**src/rtl/cdq_pkg.sv**
```systemverilog
package cdq_pkg;
  typedef enum logic {CDQ_IDLE = 1'b0, CDQ_LOCK = 1'b1} cdq_state_e;
  // lowered threshold = (T * CDQ_NUM) >> CDQ_SHIFT, about -3 dB in amplitude
  localparam int unsigned CDQ_NUM   = 181;
  localparam int unsigned CDQ_SHIFT = 8;
endpackage

```
**src/rtl/cdq_thresh.sv**
```systemverilog
module cdq_thresh
  import cdq_pkg::*;
#(
  parameter int unsigned LW = 8
) (
  input  logic [LW-1:0] thr_acq,
  input  logic          locked,
  output logic [LW-1:0] thr_eff
);
  localparam int unsigned PW = LW + CDQ_SHIFT;

  logic [PW-1:0] prod;

  always_comb begin
    prod    = PW'(thr_acq) * PW'(CDQ_NUM);
    thr_eff = locked ? prod[CDQ_SHIFT +: LW] : thr_acq;
  end
endmodule

```
**src/rtl/cdq_compare.sv**
```systemverilog
module cdq_compare #(
  parameter int unsigned LW = 8
) (
  input  logic [LW-1:0] lvl,
  input  logic [LW-1:0] thr_eff,
  input  logic          locked,
  output logic          qual
);
  // idle: look for level strictly above; locked: strictly below
  always_comb qual = locked ? (lvl < thr_eff) : (lvl > thr_eff);
endmodule

```
**src/rtl/cdq_persist.sv**
```systemverilog
module cdq_persist #(
  parameter int unsigned CW = 8
) (
  input  logic          clk,
  input  logic          rst,
  input  logic          clr,
  input  logic          stb,
  input  logic          qual,
  input  logic [CW-1:0] dly,
  output logic          done
);
  logic [CW-1:0] cnt_q;
  logic [CW:0]   nxt;

  always_comb begin
    nxt  = {1'b0, cnt_q} + 1'b1;
    done = stb && qual && (nxt >= {1'b0, dly});
  end

  always_ff @(posedge clk) begin
    if (rst || clr) begin
      cnt_q <= '0;
    end else if (stb) begin
      if (qual && !done) cnt_q <= nxt[CW-1:0];
      else               cnt_q <= '0;
    end
  end
endmodule

```
**src/rtl/cdq_top.sv**
```systemverilog
module cdq_top
  import cdq_pkg::*;
#(
  parameter int unsigned LW = 8,
  parameter int unsigned CW = 8
) (
  input  logic          clk,
  input  logic          rst,
  input  logic          pwr_dn,
  input  logic          lvl_vld,
  input  logic [LW-1:0] lvl,
  input  logic [LW-1:0] thr_acq,
  input  logic [CW-1:0] hold_cnt,
  output logic          cd_n,
  output logic          cd_oe
);
  cdq_state_e    state_q;
  logic          locked;
  logic [LW-1:0] thr_eff;
  logic          qual;
  logic          done;

  assign locked = (state_q == CDQ_LOCK);

  cdq_thresh #(.LW(LW)) u_thr (
    .thr_acq(thr_acq), .locked(locked), .thr_eff(thr_eff)
  );

  cdq_compare #(.LW(LW)) u_cmp (
    .lvl(lvl), .thr_eff(thr_eff), .locked(locked), .qual(qual)
  );

  cdq_persist #(.CW(CW)) u_per (
    .clk(clk), .rst(rst), .clr(pwr_dn), .stb(lvl_vld),
    .qual(qual), .dly(hold_cnt), .done(done)
  );

  always_ff @(posedge clk) begin
    if (rst || pwr_dn) begin
      state_q <= CDQ_IDLE;
      cd_n    <= 1'b1;
      cd_oe   <= 1'b0;
    end else begin
      cd_oe <= 1'b1;
      if (done) begin
        state_q <= locked ? CDQ_IDLE : CDQ_LOCK;
        cd_n    <= locked;
      end
    end
  end
endmodule

```
**config.mk**
```make
export PLATFORM = sky130hd
export DESIGN_NAME = cdq_top
export DESIGN_NICKNAME = d
export VERILOG_FILES = /design/src/rtl/cdq_pkg.sv /design/src/rtl/cdq_thresh.sv /design/src/rtl/cdq_compare.sv /design/src/rtl/cdq_persist.sv /design/src/rtl/cdq_top.sv
export SDC_FILE = /design/constraint.sdc
export NUM_CORES = 1
export LEC_CHECK = 0
export ABC_CLOCK_PERIOD_IN_PS = 10900
export BUFFER_PORTS_ARGS = -buffer_cell sky130_fd_sc_hd__buf_2
export CORE_MARGIN = 3
export CORE_UTILIZATION = 51
export CTS_BUF_LIST = sky130_fd_sc_hd__clkbuf_4 sky130_fd_sc_hd__clkbuf_8
export CTS_CLUSTER_SIZE = 25
export DETAILED_ROUTE_END_ITERATION = 7
export PLACE_DENSITY = 0.75
export SKIP_LAST_GASP = 1
export SYNTH_ARGS = -nofsm -noshare
export SYNTH_HDL_FRONTEND = slang
export SYNTH_HIERARCHICAL = 1
export SYNTH_SLANG_ARGS = --single-unit
export TNS_END_PERCENT = 100
```
**constraint.sdc**
```tcl
create_clock -name clk -period 10.9 [get_ports clk]
set_clock_uncertainty 0.05 [all_clocks]
set_input_delay 1.09 -clock clk [delete_from_list [all_inputs] [get_ports clk]]
set_output_delay 1.09 -clock clk [all_outputs]
set_load 0.02 [all_outputs]
```
==> impl_results.rst, run 1 <==
.. list-table::
   :header-rows: 1

   * - Metric
     - Value
   * - Worst-case clock buffer depth
     - 2
   * - Clock tree from TritonCTS
     - done
   * - Overall power of the completed layout
     - 282 uW
   * - Leakage dissipation
     - 0.00129 uW
   * - Via count
     - 2107
   * - Xor-xnor portion of the synthesized cell area
     - 1.51%
   * - Worst Hold Depth
     - 2
   * - Total of buffers placed on input and output ports
     - 29
   * - Ratio of cells with drive above 1 in the final layout
     - 16.7%
   * - Synth top cells by count
     - sky130_fd_sc_hd__ha_1 (54), sky130_fd_sc_hd__inv_1 (50), sky130_fd_sc_hd__nand2_1 (25)
   * - Setup repair after global routing missed its margin
     - no
   * - Count of max-cap constraint violations
     - 0
   * - Top layer reached by signal wires
     - met4
   * - Post-synth EDFFs
     - 0
   * - Via count of the first global-routing pass
     - 1962
   * - Aggregate global-route resource usage
     - 20.3%
   * - Netlist cell types
     - 50
   * - Cell with the most instances after synthesis
     - sky130_fd_sc_hd__ha_1
   * - Largest net degree at the start of global routing
     - 17
   * - Total length of routed met3 wires
     - 197 um
   * - Number of failing setup endpoints in the final timing report
     - 0
   * - I/O pin count
     - 30
   * - Number of max-slew violations in the final report
     - 0
   * - Worst setup EP type
     - flop
   * - Count of state elements after synthesis
     - 11
   * - Length of routed wiring on met1
     - 2.20 mm
   * - Required time at the endpoint of the critical path
     - 11030 ps
   * - Number of buffers inserted during clock tree synthesis
     - 3
   * - Avg WL per Cell
     - 14.7 um
   * - Global-route wire length before repair
     - 8.58 mm
   * - Starting density of the core
     - 55.2%
   * - Mux contribution to synthesized area
     - 1.35%
   * - Slew margin rel.
     - 42.7%
   * - Detail Route Antenna Nets
     - 0
   * - Clock tree sinks
     - 11
   * - Main combinational cell family by area after synthesis
     - adder cells
   * - FFs w/ async S/R, synth
     - 0%
   * - Die area
     - 5390 sq um
   * - Final-stage net count
     - 407
   * - Share of synthesized cell area in and, or, nand and nor gates
     - 19.4%
   * - Mean instance size in the synthesized netlist
     - 8.25 sq um
   * - Area fraction of the dominant cell type after synthesis
     - 29.1%
   * - Area added between synthesis and finish
     - 10.3%
   * - Post-CTS Resized
     - 0
   * - Final standard cell count with taps included and fillers excluded
     - 361
   * - Placed wire-length estimate after detailed placement
     - 4.47 mm
   * - R2R Path End
     - u_per/cnt_q[7]
   * - Yosys warning count
     - 6
   * - HP Class
     - flop to flop
   * - Latest clock arrival within the worst-skew pair
     - 240 ps
   * - Worst-path fanout max
     - 8
   * - Vias per Instance
     - 5.84
   * - Cell accounting for the most synthesized area
     - sky130_fd_sc_hd__ha_1
   * - # placed instances
     - 357
   * - Worst Path Class, Setup
     - input port to flop
   * - Hold-fix buffer count after cts
     - 0
   * - Adder-cell area share of the yosys netlist
     - 40.4%
   * - Count of TritonRoute iterations in the first routing pass
     - 5
   * - Endpoints failing hold
     - 0
   * - Register-to-register path setup slack
     - 7150 ps
   * - Minimum period implied by the final worst setup slack
     - 6340 ps
   * - Starting DRC count in detailed routing
     - 135
   * - Die width
     - 73.4 um
   * - Primary flip-flop cell chosen by synthesis mapping
     - sky130_fd_sc_hd__dfxtp_1
   * - Source of the worst hold timing path
     - cd_n
   * - Count of unresolved DRC violations after routing
     - 0
   * - Clk slew on worst S/H paths
     - 50 ps
   * - Transition time at the pin with the least slew margin
     - 853 ps
   * - Final weighted congestion of routability-driven global placement
     - 0.879
   * - Aggregate negative setup slack
     - 0 ps
   * - Post-synth design cell area
     - 2320 sq um
   * - Synthesized-area fraction occupied by ao, oa, aoi and oai cells
     - 19.0%
   * - Total grt overflow
     - 0
   * - Post-Synthesis Net Count
     - 376
   * - Die outline height
     - 73.4 um
   * - Outcome
     - finished clean
   * - Amount of wire on met2 after detailed routing
     - 2.84 mm
   * - H-tree levels
     - 1
   * - Worst-case vdd ir drop
     - 0.0000512 V
   * - Number of antenna violations at the first check in global routing
     - 0
   * - F_max
     - 158 MHz
   * - Depth of the most critical reg-to-reg path
     - 14
   * - Total length of routed wires
     - 5.29 mm
   * - Root Buffer
     - sky130_fd_sc_hd__clkbuf_8
   * - Sequential cell area fraction in the yosys report
     - 9.50%
   * - Row count
     - 23
   * - Largest cells by area after synthesis
     - sky130_fd_sc_hd__ha_1 (29%), sky130_fd_sc_hd__fa_1 (11%), sky130_fd_sc_hd__dfxtp_1 (9.5%)
   * - RR Startpoint
     - locked
   * - Share of the clock period used by the worst path after layout
     - 58.2%
   * - Arrival time at the worst endpoint
     - 6470 ps
   * - Hold EP
     - cd_n
   * - Number of post-CTS setup repair buffers
     - 0
   * - Core Box Area
     - 4200 sq um
   * - Type of origin of the critical path
     - input port
   * - Gate count of the mapped netlist
     - 281
   * - Diode insertion count for antenna repair
     - 0
   * - Power density over the cells
     - 110 nW/um^2
## state kept, by name, summed over array words and instances, names as in the netlist
name and cells:
u_per/cnt_q 8, cd_n 1, cd_oe 1, locked 1
## cell type report
cell class | instances | area (sq um)
sequential | 11 | 220
tap | 50 | 62.6
fill | 393 | 1640
clock inverter | 1 | 5.00
timing repair buffer | 29 | 145
multi-input combinational | 216 | 1890
clock buffer | 3 | 41.3
inverter | 51 | 191
## how the worst max path moves through the flow
stage                          start        endpoint  slack [ps]  cells after the start
after floorplan           thr_acq[1]  u_per/cnt_q[5]        4830                     23
after detailed placement  thr_acq[3]  u_per/cnt_q[7]        4350                     24
after global placement    thr_acq[1]  u_per/cnt_q[5]        4520                     24
after CTS                 thr_acq[3]  u_per/cnt_q[7]        4590                     24
final                     thr_acq[3]  u_per/cnt_q[7]        4560                     24
after global routing      thr_acq[3]  u_per/cnt_q[7]        4210                     24
## critical path, stage by stage
cell and delay, ps:
sky130_fd_sc_hd__buf_2 120, sky130_fd_sc_hd__ha_1 330, sky130_fd_sc_hd__inv_1 70, sky130_fd_sc_hd__fa_1 530
sky130_fd_sc_hd__inv_1 50, sky130_fd_sc_hd__fa_1 510, sky130_fd_sc_hd__inv_1 60, sky130_fd_sc_hd__fa_1 520
sky130_fd_sc_hd__inv_1 40, sky130_fd_sc_hd__ha_1 370, sky130_fd_sc_hd__a21oi_1 190, sky130_fd_sc_hd__o21ai_2 130
sky130_fd_sc_hd__or4_1 530, sky130_fd_sc_hd__nand4_1 100, sky130_fd_sc_hd__inv_1 40, sky130_fd_sc_hd__ha_1 300
sky130_fd_sc_hd__nand4_1 140, sky130_fd_sc_hd__a21oi_2 150, sky130_fd_sc_hd__o22ai_1 80, sky130_fd_sc_hd__o22ai_1 190
sky130_fd_sc_hd__nand2_1 110, sky130_fd_sc_hd__or3_2 470, sky130_fd_sc_hd__a21oi_1 160, sky130_fd_sc_hd__a32o_1 180
## metal layers
layer / vias up / track usage, %
met5: - / 0
met3: 7 / 2.19
met4: 0 / 4.23
li1: 1073 / -
met1: 973 / 23.7
met2: 54 / 39.3
## power by group
part / total, uW / switching (uW) / internal [uW]
registers: 41.0 / 0.316 / 40.6
clock network: 40.9 / 15.8 / 25.1
logic: 200 / 124 / 76.0
## placed cells by master (no fill, tap or decap), drive strengths merged, types with 2 or more instances in the layout
cell	instances
ha	54
a221oi	2
inv	51
a21o	2
a32o	4
a211oi	2
nand2	25
o211ai	2
clkbuf	3
nor3	6
fa	13
mux2i	2
nand3	8
a2111oi	2
and3	3
o311ai	2
nor4	2
o22ai	2
buf	29
o21ai	14
or3	9
o31ai	3
dfxtp	11
a21oi	19
nand4	14
nand2b	2
nor2	8
nor2b	3
xnor2	3
## per-stage QoR
step,utilization [%],setup WS (ps),hold WS [ps],area [sq um]
floorplan,-,4830,402,2320
global placement,59.8,4520,413,2510
detailed placement,59.8,4350,428,2510
CTS,60.9,4590,441,2560
global route,60.9,4210,469,2560
finish,60.9,4560,430,2560
## cells by family (layout without fill, tap and decap cells)
logic type | count (synthesis) | count (layout)
simple gates | 83 | 83
fa+ha+maj | 67 | 67
compound gates | 59 | 59
buf+inv | 54 | 84
flops | 11 | 11
xor+xnor | 4 | 4
mux | 3 | 3
Note: power is estimated with default switching activity, not from simulation.
==> run 2, diff against run 1 <==
ABC_AREA = 1   (was unset)
ABC_CLOCK_PERIOD_IN_PS = 6150   (was 10900)
PLACE_DENSITY = 0.74   (was 0.75)
clock period = 6.15 ns   (was 10.9 ns; I/O delays follow)
==> impl_results.rst, run 2 <==
.. list-table::
   :header-rows: 1

   * - Metric
     - Value
   * - Outcome
     - finished clean (unchanged)
   * - Post-Synthesis Net Count
     - 460 (was 376)
   * - Commonest non-fill, non-tap cells in the layout
     - sky130_fd_sc_hd__nand2_1 (100), sky130_fd_sc_hd__inv_1 (94), sky130_fd_sc_hd__ha_1 (54) (was sky130_fd_sc_hd__ha_1 (54), sky130_fd_sc_hd__inv_1 (50), sky130_fd_sc_hd__buf_2 (29))
   * - Cell with the most instances on the worst path
     - sky130_fd_sc_hd__nand2_1 (was sky130_fd_sc_hd__inv_1)
   * - Synth top cells by count
     - sky130_fd_sc_hd__nand2_1 (100), sky130_fd_sc_hd__inv_1 (94), sky130_fd_sc_hd__ha_1 (54) (was sky130_fd_sc_hd__ha_1 (54), sky130_fd_sc_hd__inv_1 (50), sky130_fd_sc_hd__nand2_1 (25))
   * - Post-route worst setup slack
     - 989 ps (was 4560 ps)
   * - Slowest cell on crit path
     - sky130_fd_sc_hd__fa_1 (unchanged)
   * - Count of max-cap constraint violations
     - 0 (unchanged)
   * - Total length of routed wires
     - 5.09 mm (was 5.29 mm)
   * - Latest clock arrival within the worst-skew pair
     - 230 ps (was 240 ps)
   * - Count of TritonRoute iterations in the first routing pass
     - 4 (was 5)
   * - Worst-path fanout max
     - 4 (was 8)
   * - Post-synth design cell area
     - 2440 sq um (was 2320 sq um)
   * - Aggregate global-route resource usage
     - 20.2% (was 20.3%)
   * - Primary flip-flop cell chosen by synthesis mapping
     - sky130_fd_sc_hd__dfxtp_1 (unchanged)
   * - Most common cell after layout, fill and taps aside
     - sky130_fd_sc_hd__nand2_1 (was sky130_fd_sc_hd__ha_1)
   * - Type of origin of the critical path
     - input port (unchanged)
   * - Worst-case vdd ir drop
     - 0.000107 V (was 0.0000512 V)
   * - Most used routing layer
     - met2 (unchanged)
   * - Critical path depth in cells
     - 30 (was 24)
   * - Mean instance size in the synthesized netlist
     - 6.68 sq um (was 8.25 sq um)
   * - Clock tree sinks
     - 11 (unchanged)
   * - Ratio of cells with drive above 1 in the final layout
     - 12.1% (was 16.7%)
   * - Final weighted congestion of routability-driven global placement
     - 0.967 (was 0.879)
   * - F_max
     - 194 MHz
   * - Placed wire-length estimate after detailed placement
     - 4.57 mm (was 4.47 mm)
   * - HP Class
     - flop to flop (unchanged)
   * - Row count
     - 24 (was 23)
   * - Area fraction of the dominant cell type after synthesis
     - 27.7% (was 29.1%)
   * - Clk slew on worst S/H paths
     - 50 ps (about the same)
   * - Die outline height
     - 75.2 um (was 73.4 um)
   * - Required time at the endpoint of the critical path
     - 6230 ps (was 11030 ps)
   * - Global-route wire length before repair
     - 8.98 mm (was 8.58 mm)
   * - # placed instances
     - 445 (was 357)
   * - Post-CTS Resized
     - 0 (unchanged)
   * - Family of cells with the greatest summed delay on the critical path
     - adder cells (unchanged)
   * - Worst Path Class, Setup
     - input port to flop (unchanged)
   * - Vias per Instance
     - 5.02 (was 5.84)
   * - H-tree levels
     - 1 (unchanged)
   * - Flip-flop count of the largest register after layout
     - 8 (unchanged)
   * - Final-stage net count
     - 493 (was 407)
   * - Worst-case clock buffer depth
     - 2 (unchanged)
   * - Comb power frac
     - 72.7% (was 71.0%)
   * - Root Buffer
     - sky130_fd_sc_hd__clkbuf_8 (unchanged)
   * - Largest cells by area after synthesis
     - sky130_fd_sc_hd__ha_1 (28%), sky130_fd_sc_hd__nand2_1 (15%), sky130_fd_sc_hd__inv_1 (14%) (was sky130_fd_sc_hd__ha_1 (29%), sky130_fd_sc_hd__fa_1 (11%), sky130_fd_sc_hd__dfxtp_1 (9.5%))
   * - Die width
     - 75.2 um (was 73.4 um)
   * - Count of state elements after synthesis
     - 11 (unchanged)
   * - Internal power
     - 272 uW (was 142 uW)
   * - Clock network power share
     - 13.8% (was 14.5%)
   * - Die area
     - 5650 sq um (was 5390 sq um)
   * - Post-synth EDFFs
     - 0 (unchanged)
   * - FFs w/ async S/R, synth
     - 0% (unchanged)
   * - Starting density of the core
     - 54.5% (was 55.2%)
   * - Diode insertion count for antenna repair
     - 0 (unchanged)
   * - Global routing met1 resource utilization
     - 28.5% (was 23.7%)
   * - Sequential cell area fraction in the yosys report
     - 9.03% (was 9.50%)
   * - Final standard cell count with taps included and fillers excluded
     - 449 (was 361)
   * - Clock tree from TritonCTS
     - done (unchanged)
   * - Setup repair after global routing missed its margin
     - no (unchanged)
   * - Total grt overflow
     - 0 (unchanged)
   * - Share of total power consumed by net switching
     - 49.4% (was 49.7%)
   * - Number of post-CTS setup repair buffers
     - 0 (unchanged)
   * - Gate count of the mapped netlist
     - 365 (was 281)
   * - Number of failing setup endpoints in the final timing report
     - 0 (unchanged)
   * - Sw Pwr
     - 266 uW (was 140 uW)
   * - Detail Route Antenna Nets
     - 0 (unchanged)
   * - Avg WL per Cell
     - 11.3 um (was 14.7 um)
   * - GR Util met2
     - 33.8% (was 39.3%)
   * - Overall power of the completed layout
     - 537 uW (was 282 uW)
   * - Number of antenna violations at the first check in global routing
     - 0 (unchanged)
   * - Total of buffers placed on input and output ports
     - 29 (unchanged)
   * - Post-route core utilization
     - 60.2% (was 60.9%)
   * - I/O pin count
     - 30 (unchanged)
   * - Transition time at the pin with the least slew margin
     - 445 ps (was 853 ps)
   * - Cell accounting for the most synthesized area
     - sky130_fd_sc_hd__ha_1 (unchanged)
   * - Netlist cell types
     - 24 (was 50)
   * - Aggregate negative setup slack
     - 0 ps (unchanged)
   * - Minimum period implied by the final worst setup slack
     - 5160 ps
   * - Power density over the cells
     - 200 nW/um^2 (was 110 nW/um^2)
   * - Endpoints failing hold
     - 0 (unchanged)
   * - Area added between synthesis and finish
     - 10.3% (about the same)
   * - Fraction of power consumed by sequential logic
     - 13.5% (was 14.5%)
   * - Starting DRC count in detailed routing
     - 119 (was 135)
   * - Cell with the most instances after synthesis
     - sky130_fd_sc_hd__nand2_1 (was sky130_fd_sc_hd__ha_1)
   * - Worst Hold Depth
     - 2 (unchanged)
   * - Minimum setup slack after placement
     - 764 ps (was 4350 ps)
   * - Largest register by flop count
     - u_per/cnt_q (unchanged)
   * - Share of the clock period used by the worst path after layout
     - 83.9%
   * - Leakage dissipation
     - 0.00166 uW (was 0.00129 uW)
   * - Slew margin rel.
     - 70.2% (was 42.7%)
   * - Number of max-slew violations in the final report
     - 0 (unchanged)
   * - Arrival time at the worst endpoint
     - 5240 ps (was 6470 ps)
   * - Filler cell count in the final layout
     - 438 (was 393)
   * - Worst setup EP type
     - flop (unchanged)
   * - Global-route met3 utilization
     - 2.00% (was 2.19%)
   * - Hold-fix buffer count after cts
     - 0 (unchanged)
   * - Count of buffer and inverter cells on the critical path
     - 7 (was 6)
   * - Number of buffers inserted during clock tree synthesis
     - 3 (unchanged)
   * - Via count
     - 2255 (was 2107)
   * - Count of unresolved DRC violations after routing
     - 0 (unchanged)
   * - Yosys warning count
     - 6 (unchanged)
   * - Depth of the most critical reg-to-reg path
     - 18 (was 14)
   * - Via count of the first global-routing pass
     - 2100 (was 1962)
   * - Largest net degree at the start of global routing
     - 13 (was 17)
   * - Delay of the slowest critical-path stage
     - 540 ps (was 530 ps)
   * - Core Box Area
     - 4470 sq um (was 4200 sq um)
-- run 2: changes by cell type after synthesis, moves of 6 or more --
cell / before / now
sky130_fd_sc_hd__or3_1: 6 / 0
sky130_fd_sc_hd__nor2_1: 8 / 14
sky130_fd_sc_hd__nand3_1: 8 / 16
sky130_fd_sc_hd__nand2_1: 25 / 100
sky130_fd_sc_hd__inv_1: 50 / 94
sky130_fd_sc_hd__o21ai_0: 12 / 4
-- run 2: cell families after synthesis --
kind of cell    share of synthesized area (%)
buf+inv                                  15.1
fa+ha+maj                                38.4
simple gates                             29.5
flops                                    9.03
compound gates                           5.90
xor+xnor                                 2.10
-- run 2: worst paths after layout --
check	endpoint	slack, ps	start
setup / recovery	locked	990	thr_acq[3]
setup reg to reg	locked	3610	locked
hold reg to reg	cd_n	410	cd_n
hold / removal	cd_n	410	cd_n
-- run 2: metrics by stage --
stage,cell area [sq um],hold WS [ps]
floorplan,2440,409
global placement,2640,399
detailed placement,2640,401
CTS,2690,413
global route,2690,445
finish,2690,408
-- run 2: worst min-delay path, delay by kind of cell (launching register included) --
family / cells / cell delay, ps
DFF: 1 / 320
and+or+nand+nor: 2 / 110
-- run 2: cell type report --
type | instances | area [sq um] | share of cell area, %
multi-input combinational | 257 | 1850 | 68.8
sequential | 11 | 220 | 8.18
tap | 52 | 65.1 | 2.42
timing repair buffer | 29 | 145 | 5.39
inverter | 96 | 360 | 13.4
clock buffer | 4 | 48.8 | 1.81
-- run 2: metal layers --
layer,vias to the layer above,share of wire (%)
li1,1198,-
met4,0,0.77
met1,994,48
met2,57,47
met3,6,4.2
met5,-,0
-- run 2: power by group through the flow --
stage	clock network [uW]	registers [uW]	logic, uW
final	74.1	72.7	390
after floorplan	0	74.4	301
after global placement	0	74.0	378
after CTS	77.1	72.6	389
after global routing	80.9	72.6	462
after detailed placement	0	74.1	386
==> run 3, diff against run 2 <==
ABC_CLOCK_PERIOD_IN_PS = 4950   (was 6150)
clock period = 4.95 ns   (was 6.15 ns; I/O delays follow)
==> impl_results.rst, run 3 (synthesis gave the netlist of run 2 again) <==
.. list-table::
   :header-rows: 1

   * - Metric
     - Value
   * - Worst setup EP type
     - flop (unchanged)
   * - Worst Path Class, Setup
     - input port to flop (unchanged)
   * - Via count of the first global-routing pass
     - 2043 (was 2100)
   * - Internal power
     - 431 uW (was 272 uW)
   * - Top layer reached by signal wires
     - met4 (unchanged)
   * - Share of total power consumed by net switching
     - 49.4% (about the same)
   * - Latest clock arrival within the worst-skew pair
     - 230 ps (about the same)
   * - Worst-case clock buffer depth
     - 2 (unchanged)
   * - F_max
     - 213 MHz
   * - Most common cell after layout, fill and taps aside
     - sky130_fd_sc_hd__inv_1 (was sky130_fd_sc_hd__nand2_1)
   * - Final-stage net count
     - 505 (was 493)
   * - Clock network power share
     - 11.0% (was 13.8%)
   * - Type of origin of the critical path
     - input port (unchanged)
   * - Core Box Area
     - 4470 sq um (unchanged)
   * - Cell with the most instances on the worst path
     - sky130_fd_sc_hd__nand2_1 (unchanged)
   * - Total length of routed wires
     - 5.49 mm (was 5.09 mm)
   * - Fraction of power consumed by sequential logic
     - 10.6% (was 13.5%)
   * - Row count
     - 24 (unchanged)
   * - Slew margin rel.
     - 63.2% (was 70.2%)
   * - Count of buffer and inverter cells on the critical path
     - 6 (was 7)
   * - Minimum period implied by the final worst setup slack
     - 4690 ps
   * - Largest register by flop count
     - u_per/cnt_q (unchanged)
   * - Share of the clock period used by the worst path after layout
     - 94.8%
   * - Transition time at the pin with the least slew margin
     - 550 ps (was 445 ps)
   * - Placed wire-length estimate after detailed placement
     - 4.61 mm (was 4.57 mm)
   * - Starting DRC count in detailed routing
     - 226 (was 119)
   * - Slowest cell on crit path
     - sky130_fd_sc_hd__fa_1 (unchanged)
   * - Endpoints failing hold
     - 0 (unchanged)
   * - HP Class
     - flop to flop (unchanged)
   * - Count of unresolved DRC violations after routing
     - 0 (unchanged)
   * - Aggregate global-route resource usage
     - 19.6% (was 20.2%)
   * - # placed instances
     - 456 (was 445)
   * - Area used by multi-input combinational logic
     - 2040 sq um (was 1850 sq um)
   * - Total grt overflow
     - 0 (unchanged)
   * - I/O pin count
     - 30 (unchanged)
   * - Area added between synthesis and finish
     - 21.8% (was 10.3%)
   * - Aggregate negative setup slack
     - 0 ps (unchanged)
   * - Starting density of the core
     - 54.5% (unchanged)
   * - Detail Route Antenna Nets
     - 0 (unchanged)
   * - Required time at the endpoint of the critical path
     - 5030 ps (was 6230 ps)
   * - Via count
     - 2355 (was 2255)
   * - Ratio of cells with drive above 1 in the final layout
     - 22.2% (was 12.1%)
   * - Global-route wire length before repair
     - 8.83 mm (was 8.98 mm)
   * - Sequential cell area
     - 220 sq um (unchanged)
   * - Clock tree sinks
     - 11 (unchanged)
   * - Final weighted congestion of routability-driven global placement
     - 0.915 (was 0.967)
   * - Vias per Instance
     - 5.11 (was 5.02)
   * - H-tree levels
     - 1 (unchanged)
   * - Outcome
     - finished clean (unchanged)
   * - Power density over the cells
     - 287 nW/um^2 (was 200 nW/um^2)
   * - Total of buffers placed on input and output ports
     - 29 (unchanged)
   * - Sw Pwr
     - 421 uW (was 266 uW)
   * - Worst-path fanout max
     - 5 (was 4)
   * - Diode insertion count for antenna repair
     - 0 (unchanged)
   * - Delay of the slowest critical-path stage
     - 500 ps (was 540 ps)
   * - Root Buffer
     - sky130_fd_sc_hd__clkbuf_8 (unchanged)
   * - Die outline height
     - 75.2 um (unchanged)
   * - Clock tree from TritonCTS
     - done (unchanged)
   * - Clk slew on worst S/H paths
     - 50 ps (about the same)
   * - Comb power frac
     - 78.4% (was 72.7%)
   * - Filler cell count in the final layout
     - 390 (was 438)
   * - Number of buffers inserted during clock tree synthesis
     - 3 (unchanged)
   * - Largest net degree at the start of global routing
     - 13 (unchanged)
   * - Arrival time at the worst endpoint
     - 4770 ps (was 5240 ps)
   * - Number of max-slew violations in the final report
     - 0 (unchanged)
   * - Count of max-cap constraint violations
     - 0 (unchanged)
   * - Number of antenna violations at the first check in global routing
     - 0 (unchanged)
   * - Leakage dissipation
     - 0.00172 uW (was 0.00166 uW)
   * - Amount of wire on met2 after detailed routing
     - 2.73 mm (was 2.40 mm)
   * - Length of routed wiring on met1
     - 2.40 mm (was 2.44 mm)
   * - Total length of routed met3 wires
     - 341 um (was 212 um)
   * - Die area
     - 5650 sq um (unchanged)
   * - Worst-case vdd ir drop
     - 0.000227 V (was 0.000107 V)
   * - Commonest non-fill, non-tap cells in the layout
     - sky130_fd_sc_hd__inv_1 (90), sky130_fd_sc_hd__nand2_1 (89), sky130_fd_sc_hd__ha_1 (45) (was sky130_fd_sc_hd__nand2_1 (100), sky130_fd_sc_hd__inv_1 (94), sky130_fd_sc_hd__ha_1 (54))
   * - Final standard cell count with taps included and fillers excluded
     - 461 (was 449)
   * - Die width
     - 75.2 um (unchanged)
   * - Total cell area at the placement stage
     - 2730 sq um (was 2640 sq um)
   * - Family of cells with the greatest summed delay on the critical path
     - adder cells (unchanged)
   * - Flip-flop count of the largest register after layout
     - 8 (unchanged)
   * - Avg WL per Cell
     - 11.9 um (was 11.3 um)
   * - Non-Filler Cell Area, Final
     - 2970 sq um (was 2690 sq um)
   * - Count of TritonRoute iterations in the first routing pass
     - 4 (unchanged)
   * - Number of failing setup endpoints in the final timing report
     - 0 (unchanged)
==> run 3: cell count changes in the layout (fill, tap and decap cells not counted), moves of 3 or more <==
| cell | before | now |
|---|---|---|
| sky130_fd_sc_hd__a21oi_1 | 18 | 13 |
| sky130_fd_sc_hd__nand2_2 | 2 | 11 |
| sky130_fd_sc_hd__nand2_1 | 100 | 89 |
| sky130_fd_sc_hd__a21oi_2 | 0 | 3 |
| sky130_fd_sc_hd__inv_2 | 0 | 3 |
| sky130_fd_sc_hd__ha_4 | 0 | 8 |
| sky130_fd_sc_hd__buf_4 | 0 | 12 |
| sky130_fd_sc_hd__inv_1 | 94 | 90 |
| sky130_fd_sc_hd__ha_1 | 54 | 45 |
==> run 3: cell type report <==
cell class	count	area share (%)
Sequential cell	11	7.41
Timing Repair Buffer	41	7.91
Clock buffer	4	1.64
Multi-Input combinational cell	257	68.6
Tap cell	52	2.19
Inverter	96	12.2
==> run 3: power groups by stage <==
stage          Combinational, uW  Clock [uW]  Sequential [uW]
2_1_floorplan                374           0             92.4
3_3_place_gp                 487           0             92.0
3_5_place_dp                 502           0             92.0
4_1_cts                      506        95.9             90.2
5_1_grt                      753         102             90.2
6_report                     668        94.0             90.3
==> run 3: timing repair <==
item                       CTS  global route
buffers inserted             0             1
pin swaps                    0            10
hold buffers                 0             0
resized for setup            1            40
setup endpoints to repair    1            10
==> run 3: path summary, 6_finish.rpt <==
check,startpoint,endpoint,slack [ps],cells past startpoint
max,thr_acq[3],locked,260,30
min,cd_n,cd_n,410,2
max reg2reg,locked,locked,2390,18
min reg2reg,cd_n,cd_n,410,2
==> run 3: per-stage QoR <==
stage                     power [uW]  setup slack, ps  hold slack, ps  util [%]
final                            852              256             410      66.4
after global routing             945            -53.6             411      66.4
after global placement           579             -179             403      60.9
after detailed placement         594             -278             405      60.9
after CTS                        692            -14.7             404      62.1
after floorplan                  466              193             409         -
==> run 3: metal layers <==
metal  global-route usage [%]  up-vias
met5                        0        -
met4                     2.33        0
met3                     1.07        4
met2                     33.1       79
met1                     28.6     1050
li1                         -     1222
==> run 3: tightest hold or removal path: cells and delay by family (launching register included) <==
kind,cells,cell delay [ps]
and+or+nand+nor,2,110
DFF,1,320
